`src/rtl/nand_host_pkg.sv`:
```
package nand_host_pkg;

  typedef enum logic [1:0] {
    KIND_CMD  = 2'd0,
    KIND_ADDR = 2'd1,
    KIND_DATA = 2'd2,
    KIND_READ = 2'd3
  } entryKind_e;

  typedef enum logic [1:0] {
    SEQ_IDLE    = 2'd0,
    SEQ_ACTIVE  = 2'd1,
    SEQ_RECOVER = 2'd2
  } seqState_e;

  // control -> datapath strobes
  typedef struct packed {
    logic       pop;
    logic       done;
    logic       capture;
    entryKind_e doneKind;
  } seqStrobe_t;

  localparam logic [3:0] OFS_CTRL    = 4'd0;
  localparam logic [3:0] OFS_STATUS  = 4'd1;
  localparam logic [3:0] OFS_IRQ     = 4'd2;
  localparam logic [3:0] OFS_MASK    = 4'd3;
  localparam logic [3:0] OFS_CMD     = 4'd4;
  localparam logic [3:0] OFS_ADDR    = 4'd5;
  localparam logic [3:0] OFS_DATA    = 4'd6;
  localparam logic [3:0] OFS_RDREQ   = 4'd7;
  localparam logic [3:0] OFS_RDDATA  = 4'd8;
  localparam logic [3:0] OFS_PAGE    = 4'd9;
  localparam logic [3:0] OFS_CNTRST  = 4'd10;

  localparam int IRQ_NOTBUSY  = 0;
  localparam int IRQ_OVERFLOW = 1;
  localparam int IRQ_LEAVEFUL = 2;
  localparam int IRQ_RDREADY  = 3;
  localparam int IRQ_PGWDONE  = 4;
  localparam int IRQ_BITS     = 5;

endpackage

```
`src/rtl/nand_host_seq.sv`:
```
module nand_host_seq
  import nand_host_pkg::*;
#(
  parameter int DATA_W = 16,
  parameter int DLY_W  = 4
) (
  input  logic              clk,
  input  logic              rstN,
  input  logic              fifoEmpty,
  input  entryKind_e        headKind,
  input  logic [DATA_W-1:0] headData,
  input  logic              nandRdy,
  input  logic [DLY_W-1:0]  rdDly,
  input  logic [DLY_W-1:0]  wrDly,
  input  logic              wide,
  output seqStrobe_t        strobes,
  output logic              nandCle,
  output logic              nandAle,
  output logic              nandWeN,
  output logic              nandReN,
  output logic [DATA_W-1:0] nandIoOut,
  output logic              nandIoOe
);

  seqState_e         state;
  logic [DLY_W-1:0]  holdCnt;
  entryKind_e        curKind;
  logic [DATA_W-1:0] curData;
  logic              launch;
  logic              active;

  assign launch = (state == SEQ_IDLE) && !fifoEmpty && nandRdy;
  assign active = (state == SEQ_ACTIVE);

  always_ff @(posedge clk) begin
    if (!rstN) begin
      state   <= SEQ_IDLE;
      holdCnt <= '0;
      curKind <= KIND_CMD;
      curData <= '0;
    end else begin
      case (state)
        SEQ_IDLE: begin
          if (launch) begin
            state   <= SEQ_ACTIVE;
            curKind <= headKind;
            curData <= headData;
            holdCnt <= (headKind == KIND_READ) ? rdDly : wrDly;
          end
        end
        SEQ_ACTIVE: begin
          if (holdCnt == '0) state <= SEQ_RECOVER;
          else               holdCnt <= holdCnt - 1'b1;
        end
        default: state <= SEQ_IDLE;
      endcase
    end
  end

  always_comb begin
    strobes.pop      = launch;
    strobes.done     = active && (holdCnt == '0);
    strobes.capture  = active && (holdCnt == '0) && (curKind == KIND_READ);
    strobes.doneKind = curKind;
  end

  assign nandCle  = active && (curKind == KIND_CMD);
  assign nandAle  = active && (curKind == KIND_ADDR);
  assign nandWeN  = !(active && (curKind != KIND_READ));
  assign nandReN  = !(active && (curKind == KIND_READ));
  assign nandIoOe = active && (curKind != KIND_READ);
  assign nandIoOut = (curKind == KIND_DATA && wide) ? curData
                                                    : {{(DATA_W-8){1'b0}}, curData[7:0]};

  // never both strobes low at once
  a_r4_one_strobe: assert property (@(posedge clk) disable iff (!rstN)
    !(!nandWeN && !nandReN));
  // latch enables exclusive
  a_r2_latch_exclusive: assert property (@(posedge clk) disable iff (!rstN)
    !(nandCle && nandAle));
  // a strobe only falls after the flash was ready
  a_r5_start_on_ready: assert property (@(posedge clk) disable iff (!rstN)
    ($fell(nandWeN) || $fell(nandReN)) |-> $past(nandRdy));
  // no pop from an empty buffer
  a_r3_pop_nonempty: assert property (@(posedge clk) disable iff (!rstN)
    strobes.pop |-> !fifoEmpty);

endmodule

```
`src/rtl/nand_host_dp.sv`:
```
module nand_host_dp
  import nand_host_pkg::*;
#(
  parameter int DATA_W     = 16,
  parameter int DLY_W      = 4,
  parameter int DEPTH      = 4,
  parameter int PAGE_SMALL = 256,
  parameter int PAGE_LARGE = 512
) (
  input  logic              clk,
  input  logic              rstN,
  input  logic              regWrEn,
  input  logic [3:0]        regAddr,
  input  logic [DATA_W-1:0] regWrData,
  output logic [DATA_W-1:0] regRdData,
  input  logic [DATA_W-1:0] nandIoIn,
  input  logic              nandRdy,
  input  seqStrobe_t        strobes,
  output logic              fifoEmpty,
  output entryKind_e        headKind,
  output logic [DATA_W-1:0] headData,
  output logic [DLY_W-1:0]  rdDly,
  output logic [DLY_W-1:0]  wrDly,
  output logic              wide,
  output logic              irqOut
);

  localparam int PTR_W  = (DEPTH > 1) ? $clog2(DEPTH) : 1;
  localparam int CNT_W  = $clog2(DEPTH + 1);
  localparam int CTRL_W = 2 + 2 * DLY_W;
  localparam int UNIT_W = $clog2(PAGE_LARGE) + 1;
  localparam int RDLY_LO = 2;
  localparam int WDLY_LO = 2 + DLY_W;

  // register state
  logic [CTRL_W-1:0]   ctrlReg;
  logic [IRQ_BITS-1:0] irqFlags;
  logic [IRQ_BITS-1:0] irqMask;
  logic [DATA_W-1:0]   rdDataReg;
  logic                pgRdPend;
  logic                pgWrPend;
  logic [UNIT_W-1:0]   unitCnt;
  logic                rdyQ;
  logic                fullQ;

  // buffer state
  entryKind_e          kindMem [DEPTH];
  logic [DATA_W-1:0]   dataMem [DEPTH];
  logic [PTR_W-1:0]    wrPtr;
  logic [PTR_W-1:0]    rdPtr;
  logic [CNT_W-1:0]    count;

  // decode
  logic wrCtrl, wrIrq, wrMask, wrPage, wrCntRst;
  logic pushReq, pushOk, fifoFull;
  entryKind_e pushKind;

  assign wrCtrl   = regWrEn && (regAddr == OFS_CTRL);
  assign wrIrq    = regWrEn && (regAddr == OFS_IRQ);
  assign wrMask   = regWrEn && (regAddr == OFS_MASK);
  assign wrPage   = regWrEn && (regAddr == OFS_PAGE);
  assign wrCntRst = regWrEn && (regAddr == OFS_CNTRST) && regWrData[0];

  always_comb begin
    pushReq  = 1'b0;
    pushKind = KIND_CMD;
    if (regWrEn) begin
      case (regAddr)
        OFS_CMD:   begin pushReq = 1'b1; pushKind = KIND_CMD;  end
        OFS_ADDR:  begin pushReq = 1'b1; pushKind = KIND_ADDR; end
        OFS_DATA:  begin pushReq = 1'b1; pushKind = KIND_DATA; end
        OFS_RDREQ: begin pushReq = 1'b1; pushKind = KIND_READ; end
        default:   ;
      endcase
    end
  end

  assign fifoFull  = (count == CNT_W'(DEPTH));
  assign fifoEmpty = (count == '0);
  assign pushOk    = pushReq && !fifoFull;
  assign headKind  = kindMem[rdPtr];
  assign headData  = dataMem[rdPtr];

  function automatic logic [PTR_W-1:0] ptrNext(input logic [PTR_W-1:0] p);
    if (p == PTR_W'(DEPTH - 1)) return '0;
    return p + 1'b1;
  endfunction

  // write buffer storage, one slot per generate branch
  for (genvar g = 0; g < DEPTH; g++) begin : g_slot
    always_ff @(posedge clk) begin
      if (!rstN) begin
        kindMem[g] <= KIND_CMD;
        dataMem[g] <= '0;
      end else if (pushOk && wrPtr == PTR_W'(g)) begin
        kindMem[g] <= pushKind;
        dataMem[g] <= regWrData;
      end
    end
  end

  always_ff @(posedge clk) begin
    if (!rstN) begin
      wrPtr <= '0;
      rdPtr <= '0;
      count <= '0;
    end else begin
      if (pushOk)      wrPtr <= ptrNext(wrPtr);
      if (strobes.pop) rdPtr <= ptrNext(rdPtr);
      case ({pushOk, strobes.pop})
        2'b10:   count <= count + 1'b1;
        2'b01:   count <= count - 1'b1;
        default: ;
      endcase
    end
  end

  // control fields
  assign wide  = ctrlReg[1];
  assign rdDly = ctrlReg[RDLY_LO +: DLY_W];
  assign wrDly = ctrlReg[WDLY_LO +: DLY_W];

  // page accounting
  logic [UNIT_W-1:0] unitTarget;
  logic lastUnit, wrUnit, rdUnit, wrPageEnd, rdPageEnd;

  assign unitTarget = (ctrlReg[0] ? UNIT_W'(PAGE_LARGE) : UNIT_W'(PAGE_SMALL)) >> ctrlReg[1];
  assign lastUnit   = (unitCnt == unitTarget - 1'b1);
  assign wrUnit     = strobes.done && (strobes.doneKind == KIND_DATA) && pgWrPend;
  assign rdUnit     = strobes.done && (strobes.doneKind == KIND_READ) && pgRdPend;
  assign wrPageEnd  = wrUnit && lastUnit;
  assign rdPageEnd  = rdUnit && lastUnit;

  always_ff @(posedge clk) begin
    if (!rstN) begin
      unitCnt  <= '0;
      pgRdPend <= 1'b0;
      pgWrPend <= 1'b0;
    end else begin
      if (wrCntRst)                 unitCnt <= '0;
      else if (wrUnit || rdUnit)    unitCnt <= lastUnit ? '0 : unitCnt + 1'b1;

      if (wrPage && regWrData[1])   pgWrPend <= 1'b1;
      else if (wrPageEnd)           pgWrPend <= 1'b0;

      if (wrPage && regWrData[0])   pgRdPend <= 1'b1;
      else if (rdPageEnd)           pgRdPend <= 1'b0;
    end
  end

  // interrupt flags: hardware set beats software clear
  logic [IRQ_BITS-1:0] irqSet;
  logic [IRQ_BITS-1:0] irqClr;

  always_comb begin
    irqSet               = '0;
    irqSet[IRQ_NOTBUSY]  = nandRdy && !rdyQ;
    irqSet[IRQ_OVERFLOW] = pushReq && fifoFull;
    irqSet[IRQ_LEAVEFUL] = fullQ && !fifoFull;
    irqSet[IRQ_RDREADY]  = strobes.capture;
    irqSet[IRQ_PGWDONE]  = wrPageEnd;
    irqClr = wrIrq ? regWrData[IRQ_BITS-1:0] : '0;
  end

  always_ff @(posedge clk) begin
    if (!rstN) begin
      ctrlReg   <= '0;
      irqFlags  <= '0;
      irqMask   <= '0;
      rdDataReg <= '0;
      rdyQ      <= 1'b1;
      fullQ     <= 1'b0;
    end else begin
      rdyQ     <= nandRdy;
      fullQ    <= fifoFull;
      irqFlags <= (irqFlags & ~irqClr) | irqSet;
      if (wrCtrl) ctrlReg <= regWrData[CTRL_W-1:0];
      if (wrMask) irqMask <= regWrData[IRQ_BITS-1:0];
      if (strobes.capture)
        rdDataReg <= wide ? nandIoIn : {{(DATA_W-8){1'b0}}, nandIoIn[7:0]};
    end
  end

  assign irqOut = |(irqFlags & irqMask);

  // register read mux
  always_comb begin
    case (regAddr)
      OFS_CTRL:   regRdData = DATA_W'(ctrlReg);
      OFS_STATUS: regRdData = DATA_W'({fifoEmpty, pgRdPend, pgWrPend, fifoFull, rdyQ});
      OFS_IRQ:    regRdData = DATA_W'(irqFlags);
      OFS_MASK:   regRdData = DATA_W'(irqMask);
      OFS_RDDATA: regRdData = rdDataReg;
      default:    regRdData = '0;
    endcase
  end

  // occupancy bounded
  a_r3_count_bound: assert property (@(posedge clk) disable iff (!rstN)
    count <= CNT_W'(DEPTH));
  // a rejected write raises overflow and leaves occupancy alone
  a_r3_drop_flags: assert property (@(posedge clk) disable iff (!rstN)
    (pushReq && fifoFull && !strobes.pop) |=> (irqFlags[IRQ_OVERFLOW] && count == $past(count)));
  // completed read raises read-ready
  a_r6_ready_after_read: assert property (@(posedge clk) disable iff (!rstN)
    strobes.capture |=> irqFlags[IRQ_RDREADY]);
  // page write done flag only at end of a pending page
  a_r10_done_ends_page: assert property (@(posedge clk) disable iff (!rstN)
    $rose(irqFlags[IRQ_PGWDONE]) |-> ($past(pgWrPend) && !pgWrPend));

endmodule

```
`src/rtl/nand_host_regs.sv`:
```
module nand_host_regs
  import nand_host_pkg::*;
#(
  parameter int DATA_W     = 16,
  parameter int DLY_W      = 4,
  parameter int DEPTH      = 4,
  parameter int PAGE_SMALL = 256,
  parameter int PAGE_LARGE = 512
) (
  input  logic              clk,
  input  logic              rstN,
  input  logic              regWrEn,
  input  logic [3:0]        regAddr,
  input  logic [DATA_W-1:0] regWrData,
  output logic [DATA_W-1:0] regRdData,
  output logic              nandCle,
  output logic              nandAle,
  output logic              nandWeN,
  output logic              nandReN,
  output logic [DATA_W-1:0] nandIoOut,
  output logic              nandIoOe,
  input  logic [DATA_W-1:0] nandIoIn,
  input  logic              nandRdy,
  output logic              irqOut
);

  seqStrobe_t        strobes;
  logic              fifoEmpty;
  entryKind_e        headKind;
  logic [DATA_W-1:0] headData;
  logic [DLY_W-1:0]  rdDly;
  logic [DLY_W-1:0]  wrDly;
  logic              wide;

  nand_host_dp #(
    .DATA_W(DATA_W), .DLY_W(DLY_W), .DEPTH(DEPTH),
    .PAGE_SMALL(PAGE_SMALL), .PAGE_LARGE(PAGE_LARGE)
  ) dp_i (
    .clk(clk), .rstN(rstN),
    .regWrEn(regWrEn), .regAddr(regAddr), .regWrData(regWrData), .regRdData(regRdData),
    .nandIoIn(nandIoIn), .nandRdy(nandRdy), .strobes(strobes),
    .fifoEmpty(fifoEmpty), .headKind(headKind), .headData(headData),
    .rdDly(rdDly), .wrDly(wrDly), .wide(wide), .irqOut(irqOut)
  );

  nand_host_seq #(.DATA_W(DATA_W), .DLY_W(DLY_W)) seq_i (
    .clk(clk), .rstN(rstN),
    .fifoEmpty(fifoEmpty), .headKind(headKind), .headData(headData),
    .nandRdy(nandRdy), .rdDly(rdDly), .wrDly(wrDly), .wide(wide),
    .strobes(strobes),
    .nandCle(nandCle), .nandAle(nandAle), .nandWeN(nandWeN), .nandReN(nandReN),
    .nandIoOut(nandIoOut), .nandIoOe(nandIoOe)
  );

endmodule

```
`config.mk`:
```
export PLATFORM = sky130hd
export DESIGN_NAME = nand_host_regs
export DESIGN_NICKNAME = d
export VERILOG_FILES = /design/src/rtl/nand_host_pkg.sv /design/src/rtl/nand_host_seq.sv /design/src/rtl/nand_host_dp.sv /design/src/rtl/nand_host_regs.sv
export SDC_FILE = /design/constraint.sdc
export NUM_CORES = 1
export LEC_CHECK = 0
export BUFFER_PORTS_ARGS = -buffer_cell sky130_fd_sc_hd__buf_2
export CAP_MARGIN = 0
export CORE_ASPECT_RATIO = 2
export CORE_MARGIN = 5
export CORE_UTILIZATION = 38
export CTS_BUF_LIST = sky130_fd_sc_hd__clkbuf_8
export CTS_CLUSTER_SIZE = 25
export DETAILED_ROUTE_END_ITERATION = 8
export HOLD_SLACK_MARGIN = 0.06
export PLACE_DENSITY = 0.63
export SETUP_SLACK_MARGIN = 0.15
export SYNTH_ARGS = -nofsm -noshare
export SYNTH_HDL_FRONTEND = slang
export SYNTH_SLANG_ARGS = --single-unit
```
`constraint.sdc`:
```
create_clock -name clk -period 4.15 [get_ports clk]
set_clock_uncertainty 0.15 [all_clocks]
set_input_delay 0.415 -clock clk [delete_from_list [all_inputs] [get_ports clk]]
set_output_delay 0.415 -clock clk [all_outputs]
set_load 0.02 [all_outputs]
```
==> results by group <==
Outcome
  • Status: completed

Synth
  • Number of synthesized register bits: 155
  • Mean Syn Cell Area: 10.6 um^2
  • Synth top cells by count: nand2_1 (107), dfxtp_1 (83), edfxtp_1 (72)
  • Post-synthesis cell area: 7080 um^2
  • Syn Inst Count: 670
  • Top cell type's share of synthesized area: 0.305
  • Seq/Total Area, Yosys: 0.540
  • Synth cell types: 62
  • Most used DFF post-synth: dfxtp_1
  • Most frequent cell after synthesis: nand2_1
  • Warnings from Yosys: 0
  • Fraction of registers with async set/reset: 0
  • Mapped Nets: 720
  • Post-synth EDFFs: 72
  • Cell taking the most area after synthesis: edfxtp_1
  • Largest cells by area after synthesis: edfxtp_1 (31%), dfxtp_1 (23%), and2_1 (6.0%), mux4_2 (5.7%), nand2_1 (5.7%)

Timing
  • Rel. slew slack: 0.231
  • Hold_ws: 0.0760 ns
  • Fin crit share: 0.665
  • F_max: 362 MHz
  • Final setup viols: 0
  • RSZ-0062 raised after global routing: no
  • Fin crit period: 2.76 ns
  • Slew Limit Fails: 0
  • Final Hold Vio Count: 0
  • Tightest Pin Transition: 1.14 ns
  • Setup TNS: 0 ns

Global routing
  • Overflow after GRT: 0
  • Initial antenna violation count: 0
  • Met1 usage in global routing: 0.168
  • Vias in the first global route: 5262
  • Most Used Layer, Global Route: met2
  • GR Util met3: 0.0258
  • GRT Overall Usage: 0.172
  • First-pass GRT wire length: 28200 um
  • Largest net degree at the start of global routing: 56
  • Met2 Use GR: 0.336

Pwr
  • Switching power: 0.922 mW
  • Pleak: 3.04 nW
  • PwrDens: 415 nW/um^2
  • Cell-internal power: 2.40 mW
  • Comb pwr share: 0.155
  • Reg power frac: 0.522
  • Switching portion of total power: 0.277
  • Clock power frac: 0.323
  • VDD IR-drop max: 0.000204 V

Floorplanning
  • Die width: 107 um
  • Die Y: 203 um
  • Ports: 78
  • # rows: 70
  • Core area: 18300 um^2
  • Die ar.: 21600 um^2
  • Starting Density: 0.387

Final layout
  • # diodes: 0
  • Layout area overhead: 12.9%
  • Nets@finish: 782
  • Share of layout cells above drive strength 1: 0.200

Worst setup path
  • Worst Path Max Fanout: 10
  • Critical Path RT: 3.59 ns
  • Worst Setup Path Type: register to output pin
  • Startpoint class of the critical path: register
  • Crit path DAT: 2.20 ns
  • Crit end category: output pin

CTS
  • Clock root buffer: clkbuf_8
  • H-tree levels: 4
  • Bufs on Longest Clock Path: 2
  • Clk sinks: 155
  • Worst-Skew Late Latency: 0.44 ns
  • Clock buffer count from CTS: 17
  • Post-CTS sizing: 0
  • CTS tree: done
  • Clock slew seen by the registers of the worst setup and hold paths: 0.08 ns

Job
  • Max-Cap Viols: 0

Route
  • WL final: 18100 um
  • Routed WL per cell: 18.8 um
  • Routed via count: 5147
  • Post-route ant nets: 0
  • DR iter-0 viols: 221
  • Routed vias/inst: 5.36
  • Residual DRC: 0
  • TritonRoute pass-1 iters: 4

Placement
  • Gpl congestion: 0.825
  • Port Buffer Count: 77
  • Post-detail-place hpwl: 13100 um

Hold path
  • HP Class: input port to register
-- layer usage --
metal / vias up / wire [um]
met2: 105 / 10400
met3: 39 / 487
met1: 2515 / 6420
li1: 2488 / -
met5: - / 0
met4: 0 / 770
-- sequential cells by signal (all words and copies together), names as in the netlist, named ones only --
register	cells
dp_i.rdPtr	2
dp_i.ctrlReg	10
dp_i.dataMem	64
dp_i.unitCnt	10
seq_i.state	2
dp_i.rdyQ	1
dp_i.fullQ	1
dp_i.irqMask	5
seq_i.curData	16
dp_i.kindMem	8
seq_i.holdCnt	4
dp_i.pgRdPend	1
dp_i.irqFlags	5
dp_i.pgWrPend	1
dp_i.rdDataReg	16
dp_i.wrPtr	2
dp_i.count	3
seq_i.curKind	2
-- repair_timing --
item	CTS	global route
hold buffers	7	0
endpoints found under the hold margin	7	0
setup buffers	0	0
-- critical path: stages, from the launching register on --
cell     delay (ns)
dfxtp_1        0.52
nor2b_1        0.75
and3_1         0.30
buf_2          0.18
-- cells by family (layout without fill, tap and decap cells) --
group                      Yosys count  in the layout  share of synthesized area
and+or+nand+nor                    311            311                      0.231
xor gates and xnor gates             6              6                    0.00742
muxes                               34             34                     0.0813
adders and majority gates           10             10                     0.0187
buffers and inverters               57            132                     0.0375
AOI/OAI and AO/OA                   97             97                     0.0846
DFF                                155            155                      0.540
-- power groups by stage --
stage	Combinational [mW]	Sequential [mW]	Clock (mW)
2_1_floorplan	0.395	1.74	0
3_3_place_gp	0.508	1.77	0
3_5_place_dp	0.513	1.77	0
4_1_cts	0.520	1.74	1.10
5_1_grt	0.568	1.74	1.16
6_report	0.514	1.73	1.07
-- path summary, 6_finish.rpt --
path                         to  slack (ns)  cells after the start               start
max               nandIoOut[12]        1.39                      3    seq_i.curKind[1]
min           dp_i.rdDataReg[1]        0.08                      3         nandIoIn[1]
max reg2reg       dp_i.count[2]        1.48                      8       dp_i.count[0]
min reg2reg  dp_i.rdDataReg[14]        0.30                      2  dp_i.rdDataReg[14]
-- final cells by class --
cell class,instances,area [um^2]
tap,216,270
sequential,155,3820
clock inverter,15,133
multi-input combinational,458,3000
inverter,10,37.5
fill,1737,10300
clock buffer,17,234
timing repair buffer,90,500
-- cells in the final DEF (no fill, tap or decap), types with 3 or more instances in the layout --
cell	Yosys	routed
nand4_1	3	3
nand3_1	31	31
a31oi_1	5	5
ha_1	9	9
a21boi_0	5	5
or3_1	6	6
inv_1	8	10
o21ai_0	7	7
nor2_1	31	31
xor2_1	4	4
a22oi_1	10	10
buf_2	11	77
dlygate4sd3_1	0	7
a21oi_1	52	52
a22o_1	5	5
nor2b_1	8	8
edfxtp_1	72	72
clkinvlp_4	0	3
mux2_2	4	4
clkinv_1	0	4
mux4_2	18	18
mux2i_1	11	11
dfxtp_1	83	83
nand2b_1	6	6
buf_4	8	6
nand2_1	107	107
clkbuf_8	0	17
or3_2	3	3
and3_1	16	16
and2_1	68	68
nand3b_1	4	4
nor3_1	7	6
nor3b_1	3	3
-- per-stage QoR --
stage	power, mW	utilization	setup slack [ns]	cell area, um^2	std cells
finish	3.32	0.437	1.39	8000	961
global route	3.47	0.437	1.22	8000	961
detailed placement	2.28	0.413	1.32	7560	922
global placement	2.28	0.413	1.39	7560	922
floorplan	2.14	-	1.44	7080	670
CTS	3.35	0.437	1.33	8000	961
Power figures use the tool's default switching activity.
